[config.mk]
export PLATFORM = sky130hd
export DESIGN_NAME = xmr_router
export DESIGN_NICKNAME = d
export VERILOG_FILES = /design/src/rtl/xmr_pkg.sv /design/src/rtl/xmr_decode.sv /design/src/rtl/xmr_ext_seq.sv /design/src/rtl/xmr_router.sv
export SDC_FILE = /design/constraint.sdc
export NUM_CORES = 1
export LEC_CHECK = 0
export ABC_AREA = 1
export BUFFER_PORTS_ARGS = -buffer_cell sky130_fd_sc_hd__buf_2
export CAP_MARGIN = 20
export CORE_MARGIN = 10
export CORE_UTILIZATION = 43
export CTS_CLUSTER_SIZE = 25
export DETAILED_ROUTE_END_ITERATION = 12
export PLACE_DENSITY = 0.78
export SLEW_MARGIN = 30
export SYNTH_ARGS = -nofsm -noshare
export SYNTH_HDL_FRONTEND = slang
export SYNTH_SLANG_ARGS = --single-unit
[constraint.sdc]
create_clock -name clk -period 1.66 [get_ports clk]
set_clock_uncertainty 0.1 [all_clocks]
set_input_delay 0.083 -clock clk [delete_from_list [all_inputs] [get_ports clk]]
set_output_delay 0.083 -clock clk [all_outputs]
set_load 0.03 [all_outputs]
[src/rtl/xmr_pkg.sv]
package xmr_pkg;

    typedef enum logic [1:0] {
        MODE_INT   = 2'b00,
        MODE_SPLIT = 2'b01,
        MODE_BANK  = 2'b10,
        MODE_EXT   = 2'b11
    } xmr_mode_e;

    typedef enum logic [1:0] {
        SEQ_IDLE,
        SEQ_SETUP,
        SEQ_STROBE,
        SEQ_HOLD
    } xmr_seq_e;

    typedef struct packed {
        logic        onchip;
        logic        drive_hi;
        logic [15:0] addr;
    } xmr_route_t;

    function automatic logic [15:0] short_addr(input logic [7:0] page,
                                               input logic [7:0] index);
        return {page, index};
    endfunction

endpackage

[src/rtl/xmr_decode.sv]
module xmr_decode
    import xmr_pkg::*;
#(
    parameter int ONCHIP_LIMIT = 32'h2000
) (
    input  logic [1:0]  mode,
    input  logic        wide,
    input  logic [7:0]  page,
    input  logic [7:0]  index,
    input  logic [15:0] dptr,
    output xmr_route_t  route
);
    localparam logic [16:0] LIMIT17 = 17'(ONCHIP_LIMIT);

    logic [15:0] eff;
    logic        below;

    always_comb begin
        eff   = wide ? dptr : short_addr(page, index);
        below = ({1'b0, eff} < LIMIT17);
        route = '0;
        unique case (xmr_mode_e'(mode))
            MODE_INT: begin
                route.onchip   = 1'b1;
                route.drive_hi = 1'b0;
                route.addr     = eff;
            end
            MODE_SPLIT: begin
                route.onchip   = below;
                route.drive_hi = wide;
                route.addr     = eff;
            end
            MODE_BANK: begin
                route.onchip   = below;
                route.drive_hi = 1'b1;
                route.addr     = eff;
            end
            default: begin
                route.onchip   = 1'b0;
                route.drive_hi = wide;
                route.addr     = wide ? dptr : {8'h00, index};
            end
        endcase
    end

endmodule

[src/rtl/xmr_ext_seq.sv]
module xmr_ext_seq
    import xmr_pkg::*;
#(
    parameter int STROBE_CYC = 2,
    parameter int DW         = 8
) (
    input  logic          clk,
    input  logic          rst,
    input  logic          start,
    input  logic [15:0]   addr_in,
    input  logic          hi_in,
    input  logic          write_in,
    input  logic [DW-1:0] wdata_in,
    input  logic [DW-1:0] ext_rdata,
    output logic          busy,
    output logic          done,
    output logic [15:0]   ext_addr,
    output logic          ext_oe_hi,
    output logic          ext_oe_lo,
    output logic          ext_rd,
    output logic          ext_wr,
    output logic [DW-1:0] ext_wdata,
    output logic [DW-1:0] rdata_q
);
    localparam int CW = (STROBE_CYC < 2) ? 1 : $clog2(STROBE_CYC + 1);
    localparam logic [CW-1:0] CNT_LOAD = CW'(STROBE_CYC - 1);

    xmr_seq_e      state;
    logic [CW-1:0] cnt;
    logic [15:0]   addr_q;
    logic          hi_q;
    logic          wr_q;
    logic [DW-1:0] wd_q;

    always_ff @(posedge clk) begin
        if (rst) begin
            state   <= SEQ_IDLE;
            cnt     <= '0;
            addr_q  <= '0;
            hi_q    <= 1'b0;
            wr_q    <= 1'b0;
            wd_q    <= '0;
            rdata_q <= '0;
        end else begin
            unique case (state)
                SEQ_IDLE: begin
                    if (start) begin
                        state  <= SEQ_SETUP;
                        addr_q <= addr_in;
                        hi_q   <= hi_in;
                        wr_q   <= write_in;
                        wd_q   <= wdata_in;
                    end
                end
                SEQ_SETUP: begin
                    state <= SEQ_STROBE;
                    cnt   <= CNT_LOAD;
                end
                SEQ_STROBE: begin
                    if (cnt == '0) begin
                        state <= SEQ_HOLD;
                        if (!wr_q) rdata_q <= ext_rdata;
                    end else begin
                        cnt <= cnt - 1'b1;
                    end
                end
                default: state <= SEQ_IDLE;
            endcase
        end
    end

    always_comb begin
        busy      = (state != SEQ_IDLE);
        done      = (state == SEQ_HOLD);
        ext_oe_lo = busy;
        ext_oe_hi = busy && hi_q;
        ext_rd    = (state == SEQ_STROBE) && !wr_q;
        ext_wr    = (state == SEQ_STROBE) && wr_q;
        ext_addr  = '0;
        if (busy) begin
            ext_addr[7:0]  = addr_q[7:0];
            ext_addr[15:8] = hi_q ? addr_q[15:8] : 8'h00;
        end
        ext_wdata = busy ? wd_q : '0;
    end

    // first cycle of a sequence carries no strobe
    a_r8_setup_quiet: assert property (@(posedge clk) disable iff (rst)
        $rose(ext_oe_lo) |-> (!ext_rd && !ext_wr));
    // hold cycle carries no strobe
    a_r8_hold_quiet: assert property (@(posedge clk) disable iff (rst)
        done |-> (!ext_rd && !ext_wr));
    // address steady while sequence runs
    a_r8_addr_stable: assert property (@(posedge clk) disable iff (rst)
        (ext_oe_lo && $past(ext_oe_lo)) |-> $stable(ext_addr));
    // strobes only inside a driven sequence
    a_r10_strobe_in_seq: assert property (@(posedge clk) disable iff (rst)
        (ext_rd || ext_wr) |-> ext_oe_lo);
    // high byte never driven alone
    a_r5_hi_needs_lo: assert property (@(posedge clk) disable iff (rst)
        ext_oe_hi |-> ext_oe_lo);
    // never both strobes
    a_r8_one_strobe: assert property (@(posedge clk) disable iff (rst)
        !(ext_rd && ext_wr));

endmodule

[src/rtl/xmr_router.sv]
module xmr_router
    import xmr_pkg::*;
#(
    parameter int ONCHIP_LIMIT = 32'h2000,
    parameter int RAM_AW       = 13,
    parameter int STROBE_CYC   = 2
) (
    input  logic              clk,
    input  logic              rst,
    input  logic [1:0]        mode,
    input  logic              req_valid,
    input  logic              req_wide,
    input  logic              req_write,
    input  logic [7:0]        page_reg,
    input  logic [7:0]        index_reg,
    input  logic [15:0]       dptr,
    input  logic [7:0]        wdata,
    output logic              ready,
    output logic [7:0]        rdata,
    output logic              ram_sel,
    output logic              ram_we,
    output logic [RAM_AW-1:0] ram_addr,
    output logic [7:0]        ram_wdata,
    input  logic [7:0]        ram_rdata,
    output logic [15:0]       ext_addr,
    output logic              ext_oe_hi,
    output logic              ext_oe_lo,
    output logic              ext_rd,
    output logic              ext_wr,
    output logic [7:0]        ext_wdata,
    input  logic [7:0]        ext_rdata
);
    xmr_route_t route;
    logic       busy;
    logic       done;
    logic       start;
    logic [7:0] ext_rd_q;

    xmr_decode #(.ONCHIP_LIMIT(ONCHIP_LIMIT)) u_decode (
        .mode  (mode),
        .wide  (req_wide),
        .page  (page_reg),
        .index (index_reg),
        .dptr  (dptr),
        .route (route)
    );

    xmr_ext_seq #(.STROBE_CYC(STROBE_CYC), .DW(8)) u_seq (
        .clk       (clk),
        .rst       (rst),
        .start     (start),
        .addr_in   (route.addr),
        .hi_in     (route.drive_hi),
        .write_in  (req_write),
        .wdata_in  (wdata),
        .ext_rdata (ext_rdata),
        .busy      (busy),
        .done      (done),
        .ext_addr  (ext_addr),
        .ext_oe_hi (ext_oe_hi),
        .ext_oe_lo (ext_oe_lo),
        .ext_rd    (ext_rd),
        .ext_wr    (ext_wr),
        .ext_wdata (ext_wdata),
        .rdata_q   (ext_rd_q)
    );

    always_comb begin
        ram_sel   = req_valid && !busy && route.onchip;
        start     = req_valid && !busy && !route.onchip;
        ram_we    = ram_sel && req_write;
        ram_addr  = route.addr[RAM_AW-1:0];
        ram_wdata = wdata;
        ready     = ram_sel || done;
        rdata     = done ? ext_rd_q : ram_rdata;
    end

    // on-chip select never overlaps an off-chip sequence
    a_r9_exclusive: assert property (@(posedge clk) disable iff (rst)
        ram_sel |-> !ext_oe_lo);
    // internal-only mode never starts an off-chip sequence
    a_r1_no_ext_in_int: assert property (@(posedge clk) disable iff (rst)
        $rose(ext_oe_lo) |-> ($past(mode) != 2'b00));

endmodule

==> results of run 1 <==
-- power by group through the flow --
stage	Sequential (W)	Clock [W]	Combinational [W]
after global placement	0.00124	0	0.00149
after floorplan	0.00123	0	0.00118
final	0.00124	0.000666	0.00177
after global routing	0.00126	0.000724	0.00196
after detailed placement	0.00125	0	0.00153
after CTS	0.00123	0.000686	0.00167
-- cells by family (layout without fill, tap and decap cells) --
| group | after synthesis | after routing | share of synthesized area, % |
|---|---|---|---|
| XOR/XNOR | 1 | 1 | 0.409 |
| adder cells (fa/ha/maj) | 5 | 5 | 2.92 |
| AO/OA/AOI/OAI | 86 | 86 | 20.2 |
| AND/OR/NAND/NOR | 102 | 102 | 19.3 |
| buffers and inverters | 92 | 216 | 21.6 |
| flip-flops | 38 | 38 | 35.5 |
-- final cells by class --
type | count | area (sq um)
Fill cell | 440 | 1610
Timing Repair Buffer | 153 | 1010
Multi-Input combinational cell | 194 | 1000
Sequential cell | 38 | 766
Inverter | 55 | 215
Tap cell | 67 | 83.8
Clock buffer | 6 | 82.6
Clock inverter | 2 | 12.5
-- registers in the layout, summed over array words and instances, names as in the netlist --
register / cells
u_seq.rdata_q: 8
u_seq.state: 2
u_seq.wr_q: 1
u_seq.wd_q: 8
u_seq.cnt: 2
u_seq.hi_q: 1
u_seq.addr_q: 16
-- per-stage QoR --
step / setup slack, ps / setup TNS (ps) / util, % / std cells / hold WS (ps)
floorplan: -43.1 / -345 / - / 324 / 52.1
finish: -35.0 / -194 / 66.3 / 515 / 68.8
CTS: -33.6 / -132 / 64.2 / 511 / 56.9
detailed placement: 41.8 / 0 / 55.9 / 482 / 178
global route: -86.0 / -752 / 66.3 / 515 / 90.1
global placement: 99.4 / 0 / 55.9 / 482 / 170
-- worst max-delay path, stage by stage, from the launching register on --
cell,delay (ps)
dfxtp_4,370
inv_4,40
ha_4,170
nor2_4,130
clkinvlp_4,120
buf_12,160
nor2_4,90
buf_6,140
-- routing by layer --
| layer | vias to the layer above | global-route usage (%) | routed length (microns) |
|---|---|---|---|
| met2 | 85 | 26.6 | 3380 |
| met3 | 5 | 7.32 | 597 |
| li1 | 1233 | - | - |
| met4 | 0 | 3.32 | 58 |
| met1 | 1027 | 16.9 | 2770 |
| met5 | - | 0 | 0 |
-- synthesized netlist by cell type (all sizes together) --
library cell,instances,share of area [%]
xor2,1,0.41
nand3,7,2.2
o211ai,1,0.35
ha,5,2.9
or2,1,0.29
nor2,33,5.8
a21oi,40,9.4
nand2,61,11
dfxtp,38,36
buf,30,11
inv,55,9.8
clkbuf,7,1.2
o21ai,45,11
-- repair_timing --
| action | in CTS | in global routing |
|---|---|---|
| resized for setup | 27 | 49 |
| endpoints found under the setup margin | 27 | 38 |
| gates cloned | 0 | 2 |
| buffers inserted | 3 | 2 |
| pin swaps | 3 | 3 |
| hold endpoints to repair | 18 | 0 |
| hold buffers | 18 | 0 |
-- worst paths after layout --
| kind | start | endpoint | slack (ps) | depth (start not counted) |
|---|---|---|---|---|
| setup / recovery | u_seq.state[0] | ext_addr[14] | -30 | 7 |
| hold / removal | mode[0] | u_seq.hi_q | 70 | 4 |
| setup reg to reg | u_seq.state[0] | u_seq.rdata_q[3] | 110 | 8 |
| hold reg to reg | u_seq.addr_q[0] | u_seq.addr_q[0] | 350 | 2 |
==> flow_metrics.env, run 1 <==
export IMPL_post_route_min_period_ps=1690
export IMPL_row_count=25
export IMPL_core_area_sq_um=4790
export IMPL_drt_iter0_markers=83
export IMPL_vias=2350
export IMPL_first_pass_iters=4
export IMPL_path_class="reg2out"
export IMPL_syn_inst=324
export IMPL_grt_overflow_total=0
export IMPL_vdd_drop_max_mv=0.546
export IMPL_cts_tree="yes"
export IMPL_drcViolationCount=0
export IMPL_yosysSeqAreaShare_pct=35.5
export IMPL_internal_power_w=0.00213
export IMPL_final_hold_viol_count=0
export IMPL_worstMarginPinSlew_ps=591
export IMPL_final_common_cell="buf_2"
export IMPL_start_util_pct=44.7
export IMPL_max_freq_mhz=590
export IMPL_rsz0062_at_grt="true"
export IMPL_detail_route_vias_per_cell=4.56
export IMPL_switching_share_pct=42.1
export IMPL_synth_area_sq_um=2140
export IMPL_place_congestion=0.737
export IMPL_route_detailed_wl_per_inst_microns=13.2
export IMPL_grt_pass1_vias=2298
export IMPL_io_buffers=122
export IMPL_antenna_found_initial=0
export IMPL_status="finished with violations"
export IMPL_io_pins=123
export IMPL_clock_power_share_pct=18.1
export IMPL_dieArea_sq_um=8200
export IMPL_postRouteAntennaNets=0
export IMPL_cts_buffers=5
export IMPL_critPathMaxFanout=6
export IMPL_syn_num_nets=392
export IMPL_yosysUniqueCellTypes=21
export IMPL_ys_seq_elements=38
export IMPL_final_cell_mix="98 x buf_2, 57 x nand2_1, 47 x inv_1"
export IMPL_cp_start_kind="register"
export IMPL_clk_latency_ps=290
export IMPL_cts_clk_slew_worst_paths_ps=80
export IMPL_maxSlewHeadroom_pct=60.6
export IMPL_yosys_warnings=0
export IMPL_power_density_nw_per_um2=1160
export IMPL_drt_wl_total_microns=6800
export IMPL_switchingPower_w=0.00155
export IMPL_nNetsFinal=515
export IMPL_hpwlAfterDp_microns=4870
export IMPL_cts_root_buf="clkbuf_8"
export IMPL_grt_pass1_wl_microns=10800
export IMPL_worst_slack_ps=-35.0
export IMPL_setup_viol_count_final=8
export IMPL_p_seq_share_pct=33.7
export IMPL_avgSynthCellArea_sq_um=6.61
export IMPL_crit_arrival_ps=1510
export IMPL_die_width_microns=90.6
export IMPL_cp_required_ps=1480
export IMPL_grt_max_degree=38
export IMPL_design_area_sq_um=3170
export IMPL_maxCapViolCount=0
export IMPL_report_final_slew_viol_count=0
export IMPL_clockBufferDepth=2
export IMPL_placed_area_sq_um=2680
export IMPL_synthToLayoutAreaGrowth_pct=48.3
export IMPL_clock_sinks=38
export IMPL_htree_num_levels=2
export IMPL_share_comb_of_total_power_pct=48.2
export IMPL_layout_drive_gt1_share_pct=38.8
export IMPL_antennaDiodeCount=0
export IMPL_violations="negative setup slack"
export IMPL_grt_usage_pct=15.5
export IMPL_crit_path_end_kind="output port"
export IMPL_power_leakage_nw=1.60
export IMPL_min_period_over_period_pct=102
export IMPL_min_path_type="in2reg"
export IMPL_die_h_microns=90.6
export IMPL_total_power_w=0.00368
(Power assumes the default switching activity.)
==> inputs of run 2 (changes only) <==
clock period = 1.89 ns   (was 1.66 ns; I/O delays follow)
==> run 2 against run 1 <==
Compared with the run above: the flow now finishes without violations; utilization decreased by 6.0 points; highest routed layer unchanged; power decreased by 18%; sequential share of layout area increased by 2.3 points.
==> flow_metrics.env, run 2 (synthesis results as in run 1) <==
export IMPL_status="completed"
export IMPL_grt_usage_pct=15.3
export IMPL_antennaDiodeCount=0
export IMPL_seq_area_sq_um=763
export IMPL_total_power_w=0.00300
export IMPL_maxCapViolCount=0
export IMPL_post_route_min_period_ps=1780
export IMPL_drt_iter0_markers=75
export IMPL_worst_slack_ps=106
export IMPL_multiInputGateArea_sq_um=937
export IMPL_io_pins=123
export IMPL_postRouteAntennaNets=0
export IMPL_cts_setup_buffers=0
export IMPL_min_period_over_period_pct=94.4
export IMPL_die_h_microns=90.6
export IMPL_max_freq_mhz=561
export IMPL_route_detailed_wl_per_inst_microns=12.7
export IMPL_final_cell_mix="115 x buf_2, 58 x nand2_1, 49 x inv_1"
export IMPL_grt_overflow_total=0
export IMPL_drt_wl_total_microns=6370
export IMPL_path_delay_family="buffers and inverters"
export IMPL_power_leakage_nw=1.52
export IMPL_hold_start="ext_rdata[2]"
export IMPL_grt_max_degree=38
export IMPL_regMostFlops="u_seq.addr_q"
export IMPL_path_buf_inv=4
export IMPL_report_final_slew_viol_count=0
export IMPL_layout_drive_gt1_share_pct=35.3
export IMPL_ff2ff_setup_slack_ps=180
export IMPL_worstMarginPinSlew_ps=533
export IMPL_detail_route_vias_per_cell=4.56
export IMPL_worst_hold_path_endpoint="u_seq.rdata_q[2]"
export IMPL_clock_sinks=38
export IMPL_maxSlewHeadroom_pct=64.4
export IMPL_cp_required_ps=1700
export IMPL_slowest_delay_ps=350
export IMPL_start_util_pct=44.7
export IMPL_cp_slowest_cell="dfxtp_2"
export IMPL_final_hold_viol_count=0
export IMPL_largest_reg_flops=16
export IMPL_final_common_cell="buf_2"
export IMPL_core_area_sq_um=4790
export IMPL_grt_pass1_wl_microns=10600
export IMPL_crit_top_cell="buf_4"
export IMPL_place_congestion=0.801
export IMPL_cts_root_buf="clkbuf_8"
export IMPL_hpwlAfterDp_microns=5170
export IMPL_reg2regPathDepth=8
export IMPL_top_regs="u_seq.addr_q (16), u_seq.rdata_q (8), u_seq.wd_q (8)"
export IMPL_min_path_type="in2reg"
export IMPL_crit_arrival_ps=1590
export IMPL_min_path_cells=3
export IMPL_first_pass_iters=4
export IMPL_instances_no_fill=503
export IMPL_htree_num_levels=2
export IMPL_crit_path_end_kind="output port"
export IMPL_fillers=464
export IMPL_r2r_start="u_seq.state[0]"
export IMPL_antenna_found_initial=0
export IMPL_placed_cells=484
export IMPL_io_buffers=122
export IMPL_dieArea_sq_um=8200
export IMPL_row_count=25
export IMPL_crit_chain="inv_1 -> ha_1 -> buf_4 -> nor2_4 -> inv_4 -> nor2_1 -> buf_4"
export IMPL_clk_latency_ps=280
export IMPL_cts_buffers=5
export IMPL_clockBufferDepth=2
export IMPL_design_area_sq_um=2890
export IMPL_path_class="reg2out"
export IMPL_setup_viol_count_final=0
export IMPL_vdd_drop_max_mv=0.665
export IMPL_vias=2296
export IMPL_cts_tree="yes"
export IMPL_synthToLayoutAreaGrowth_pct=35.0
export IMPL_reg2reg_to="u_seq.addr_q[11]"
export IMPL_placed_area_sq_um=2650
export IMPL_die_width_microns=90.6
export IMPL_grt_pass1_vias=2408
export IMPL_cp_start_kind="register"
export IMPL_power_density_nw_per_um2=1040
export IMPL_cts_clk_slew_worst_paths_ps=80
export IMPL_nNetsFinal=503
export IMPL_whs_ps=8.67
export IMPL_place_ws_ps=210
export IMPL_critPathMaxFanout=8
export IMPL_drcViolationCount=0
==> run 2: cell types whose count changed in the layout (fill, tap and decap cells not counted), moves of 2 or more <==
cell	delta
nor2_4	-5
buf_6	-10
inv_2	-2
o21ai_0	+12
nor2_1	+8
o21ai_1	-11
buf_4	-8
clkbuf_4	-2
buf_12	-2
inv_1	+2
nor2_2	-3
dlygate4sd3_1	-7
buf_2	+17
==> run 2: cell type report <==
cell class / instances / area share [%]
Timing Repair Buffer: 141 / 27.6
Multi-Input combinational cell: 194 / 32.4
Tap cell: 67 / 2.90
Clock inverter: 1 / 0.173
Sequential cell: 38 / 26.4
Clock buffer: 7 / 2.99
Inverter: 55 / 7.45
==> run 2: power by group <==
group / switching, W / leakage (nW) / internal [W]
combinational: 0.000918 / 1.16 / 0.000441
clock: 0.000266 / 0.0482 / 0.000294
sequential: 0.0000657 / 0.313 / 0.00101
total: 0.00125 / 1.52 / 0.00175
==> run 2: through the flow <==
step,TNS (ps),utilization (%)
2_1_floorplan,-470,-
3_3_place_gp,0,55.3
3_5_place_dp,0,55.3
4_1_cts,0,59.7
5_1_grt,-3.38,60.4
6_report,0,60.4
==> run 2: timing repair <==
item / 4_1_cts / 5_1_grt
gates cloned: 0 / 0
gates resized for setup: 5 / 16
hold endpoints to repair: 11 / 0
hold buffers: 11 / 0
setup endpoints to repair: 8 / 13
==> run 2: worst register-to-register path, stage by stage (launching register included) <==
cell     delay (ps)
dfxtp_2         340
inv_1            90
ha_1            190
nand2_1          90
inv_1           100
nand3_4         230
buf_4           260
o21ai_1         140
a21oi_1          50
==> run 2: layer usage <==
layer	track usage (%)	part of all wire [%]
met4	5.17	1.5
met3	6.73	8.9
met2	26.5	48
met1	16.1	41
met5	0	0
==> run 2: worst max-delay path by stage <==
stage | to | start | depth (start not counted) | slack [ps]
after floorplan | ext_addr[10] | u_seq.state[0] | 5 | -60
after CTS | ext_addr[14] | u_seq.state[0] | 7 | 3
final | ext_addr[12] | u_seq.state[0] | 7 | 110
after global placement | ext_addr[15] | u_seq.state[0] | 7 | 280
after global routing | ext_addr[12] | u_seq.state[0] | 7 | -3
after detailed placement | ext_addr[14] | u_seq.state[0] | 7 | 210
==> inputs of run 3 (changes only) <==
CORE_UTILIZATION = 35   (was 43)
PLACE_DENSITY = 0.65   (was 0.78)
==> run 3 against run 2 <==
Compared with the run above: via count is 1.0% lower; cell count rose by 1.8%; power up 3.6%; first-iteration DRC count down 45%; non-clock buffer count unchanged; clock power up 20%; worst hold slack worse by 0.62 ps; global-route usage shrank 2.4 points; critical path type unchanged; largest cell class unchanged; largest power group unchanged.
==> flow_metrics.env, run 3 (synthesis results as in run 1) <==
export IMPL_grt_pass1_wl_microns=10700
export IMPL_layout_drive_gt1_share_pct=34.6
export IMPL_io_pins=123
export IMPL_post_route_min_period_ps=1800
export IMPL_vias=2272
export IMPL_share_comb_of_total_power_pct=43.7
export IMPL_clockBufferDepth=2
export IMPL_grt_max_degree=38
export IMPL_grt_usage_pct=12.9
export IMPL_place_ws_ps=192
export IMPL_internal_power_w=0.00184
export IMPL_largest_reg_flops=16
export IMPL_route_detailed_wl_per_inst_microns=12.8
export IMPL_final_common_cell="buf_2"
export IMPL_drt_iter0_markers=41
export IMPL_rsz0062_at_grt="true"
export IMPL_die_h_microns=98.2
export IMPL_clock_sinks=38
export IMPL_path_buf_inv=3
export IMPL_slowest_delay_ps=370
export IMPL_crit_chain="inv_1 -> ha_1 -> nor2_1 -> inv_2 -> nor2_1 -> clkbuf_4"
export IMPL_cts_tree="yes"
export IMPL_report_final_slew_viol_count=0
export IMPL_cp_required_ps=1700
export IMPL_hpwlAfterDp_microns=5090
export IMPL_max_freq_mhz=555
export IMPL_min_period_over_period_pct=95.4
export IMPL_die_width_microns=98.2
export IMPL_fillers=635
export IMPL_critPathMaxFanout=8
export IMPL_p_seq_share_pct=34.7
export IMPL_io_buffers=122
export IMPL_final_hold_viol_count=0
export IMPL_postRouteAntennaNets=0
export IMPL_synthToLayoutAreaGrowth_pct=36.4
export IMPL_instances_no_fill=512
export IMPL_antennaDiodeCount=0
export IMPL_path_class="reg2out"
export IMPL_switchingPower_w=0.00126
export IMPL_path_delay_family="buffers and inverters"
export IMPL_maxCapViolCount=0
export IMPL_cp_slowest_cell="dfxtp_1"
export IMPL_grt_pass1_vias=2258
export IMPL_final_cell_mix="119 x buf_2, 58 x nand2_1, 49 x inv_1"
export IMPL_row_count=28
export IMPL_start_util_pct=36.2
export IMPL_finalSetupTns_ps=0
export IMPL_min_path_type="in2reg"
export IMPL_clock_power_share_pct=21.6
export IMPL_worst_slack_ps=86.8
export IMPL_cts_clk_slew_worst_paths_ps=70
export IMPL_placed_cells=490
export IMPL_setup_viol_count_final=0
export IMPL_cts_buffers=5
export IMPL_switching_share_pct=40.6
export IMPL_status="completed"
export IMPL_multiInputGateArea_sq_um=930
export IMPL_drt_wl_total_microns=6530
export IMPL_power_density_nw_per_um2=1060
export IMPL_nNetsFinal=504
export IMPL_crit_arrival_ps=1610
export IMPL_core_area_sq_um=5920
export IMPL_cts_root_buf="clkbuf_8"
export IMPL_crit_top_cell="nor2_1"
export IMPL_vdd_drop_max_mv=0.342
export IMPL_power_leakage_nw=1.53
export IMPL_maxSlewHeadroom_pct=60.3
export IMPL_cts_setup_buffers=0
export IMPL_cp_start_kind="register"
export IMPL_grt_overflow_total=0
export IMPL_total_power_w=0.00311
export IMPL_drcViolationCount=0
export IMPL_top_regs="u_seq.addr_q (16), u_seq.rdata_q (8), u_seq.wd_q (8)"
export IMPL_detail_route_vias_per_cell=4.44
export IMPL_worstMarginPinSlew_ps=595
export IMPL_regMostFlops="u_seq.addr_q"
export IMPL_place_congestion=0.784
export IMPL_first_pass_iters=4
export IMPL_crit_path_end_kind="output port"
export IMPL_htree_num_levels=2
export IMPL_dieArea_sq_um=9650
export IMPL_antenna_found_initial=1
export IMPL_clk_latency_ps=280
export IMPL_seq_area_sq_um=761
[run 3: cell types whose count changed in the layout (fill, tap and decap cells not counted), moves of 2 or more]
| cell | delta |
|---|---|
| dfxtp_2 | -2 |
| nor2_1 | +2 |
| buf_2 | +4 |
| buf_4 | -9 |
| dfxtp_1 | +2 |
| dlygate4sd3_1 | +2 |
| clkbuf_4 | +2 |
[run 3: path summary, 6_finish.rpt]
check / from / to / slack (ps) / cells after the start
worst max-delay path: u_seq.state[0] / ext_addr[13] / 90 / 6
worst min register to register: u_seq.rdata_q[6] / u_seq.rdata_q[6] / 350 / 2
worst min-delay path: ext_rdata[0] / u_seq.rdata_q[0] / 8 / 3
worst max register to register: u_seq.state[0] / u_seq.addr_q[2] / 220 / 8
[run 3: metal layers]
metal  global-route usage (%)  routed length (microns)
met5                        0                        0
met4                     2.32                       11
met3                     7.19                      734
met2                     21.6                     3030
met1                     14.3                     2760
[run 3: repair_timing]
action / in CTS / in global routing
gates cloned: 0 / 1
pin swaps: 0 / 0
endpoints found under the setup margin: 1 / 15
hold endpoints to repair: 13 / 0
hold buffers: 13 / 0
gates resized for setup: 1 / 8
[run 3: metrics by stage]
stage	utilization [%]	hold slack (ps)	instance area, sq um
2_1_floorplan	-	63.6	2140
3_3_place_gp	44.8	183	2650
3_5_place_dp	44.8	181	2650
4_1_cts	48.9	1.50	2890
5_1_grt	49.3	30.5	2920
6_report	49.3	8.05	2920
[run 3: worst min-delay path: stages]
cell,delay (ps)
buf_2,70
o21ai_0,70
a21oi_1,110
[run 3: area by class of cell]
cell class / count / share of cell area [%]
clock buffer: 5 / 2.36
clock inverter: 3 / 1.37
inverter: 55 / 7.29
multi-input combinational: 194 / 31.8
sequential: 38 / 26.1
tap: 75 / 3.21
timing repair buffer: 141 / 27.6
timing repair inverter: 1 / 0.257
[run 3: power by group through the flow]
stage / clock network, W / logic (W) / registers, W
after floorplan: 0 / 0.00101 / 0.00108
after global placement: 0 / 0.00132 / 0.00109
after detailed placement: 0 / 0.00134 / 0.00110
after CTS: 0.000699 / 0.00137 / 0.00108
after global routing: 0.000735 / 0.00152 / 0.00110
final: 0.000672 / 0.00136 / 0.00108
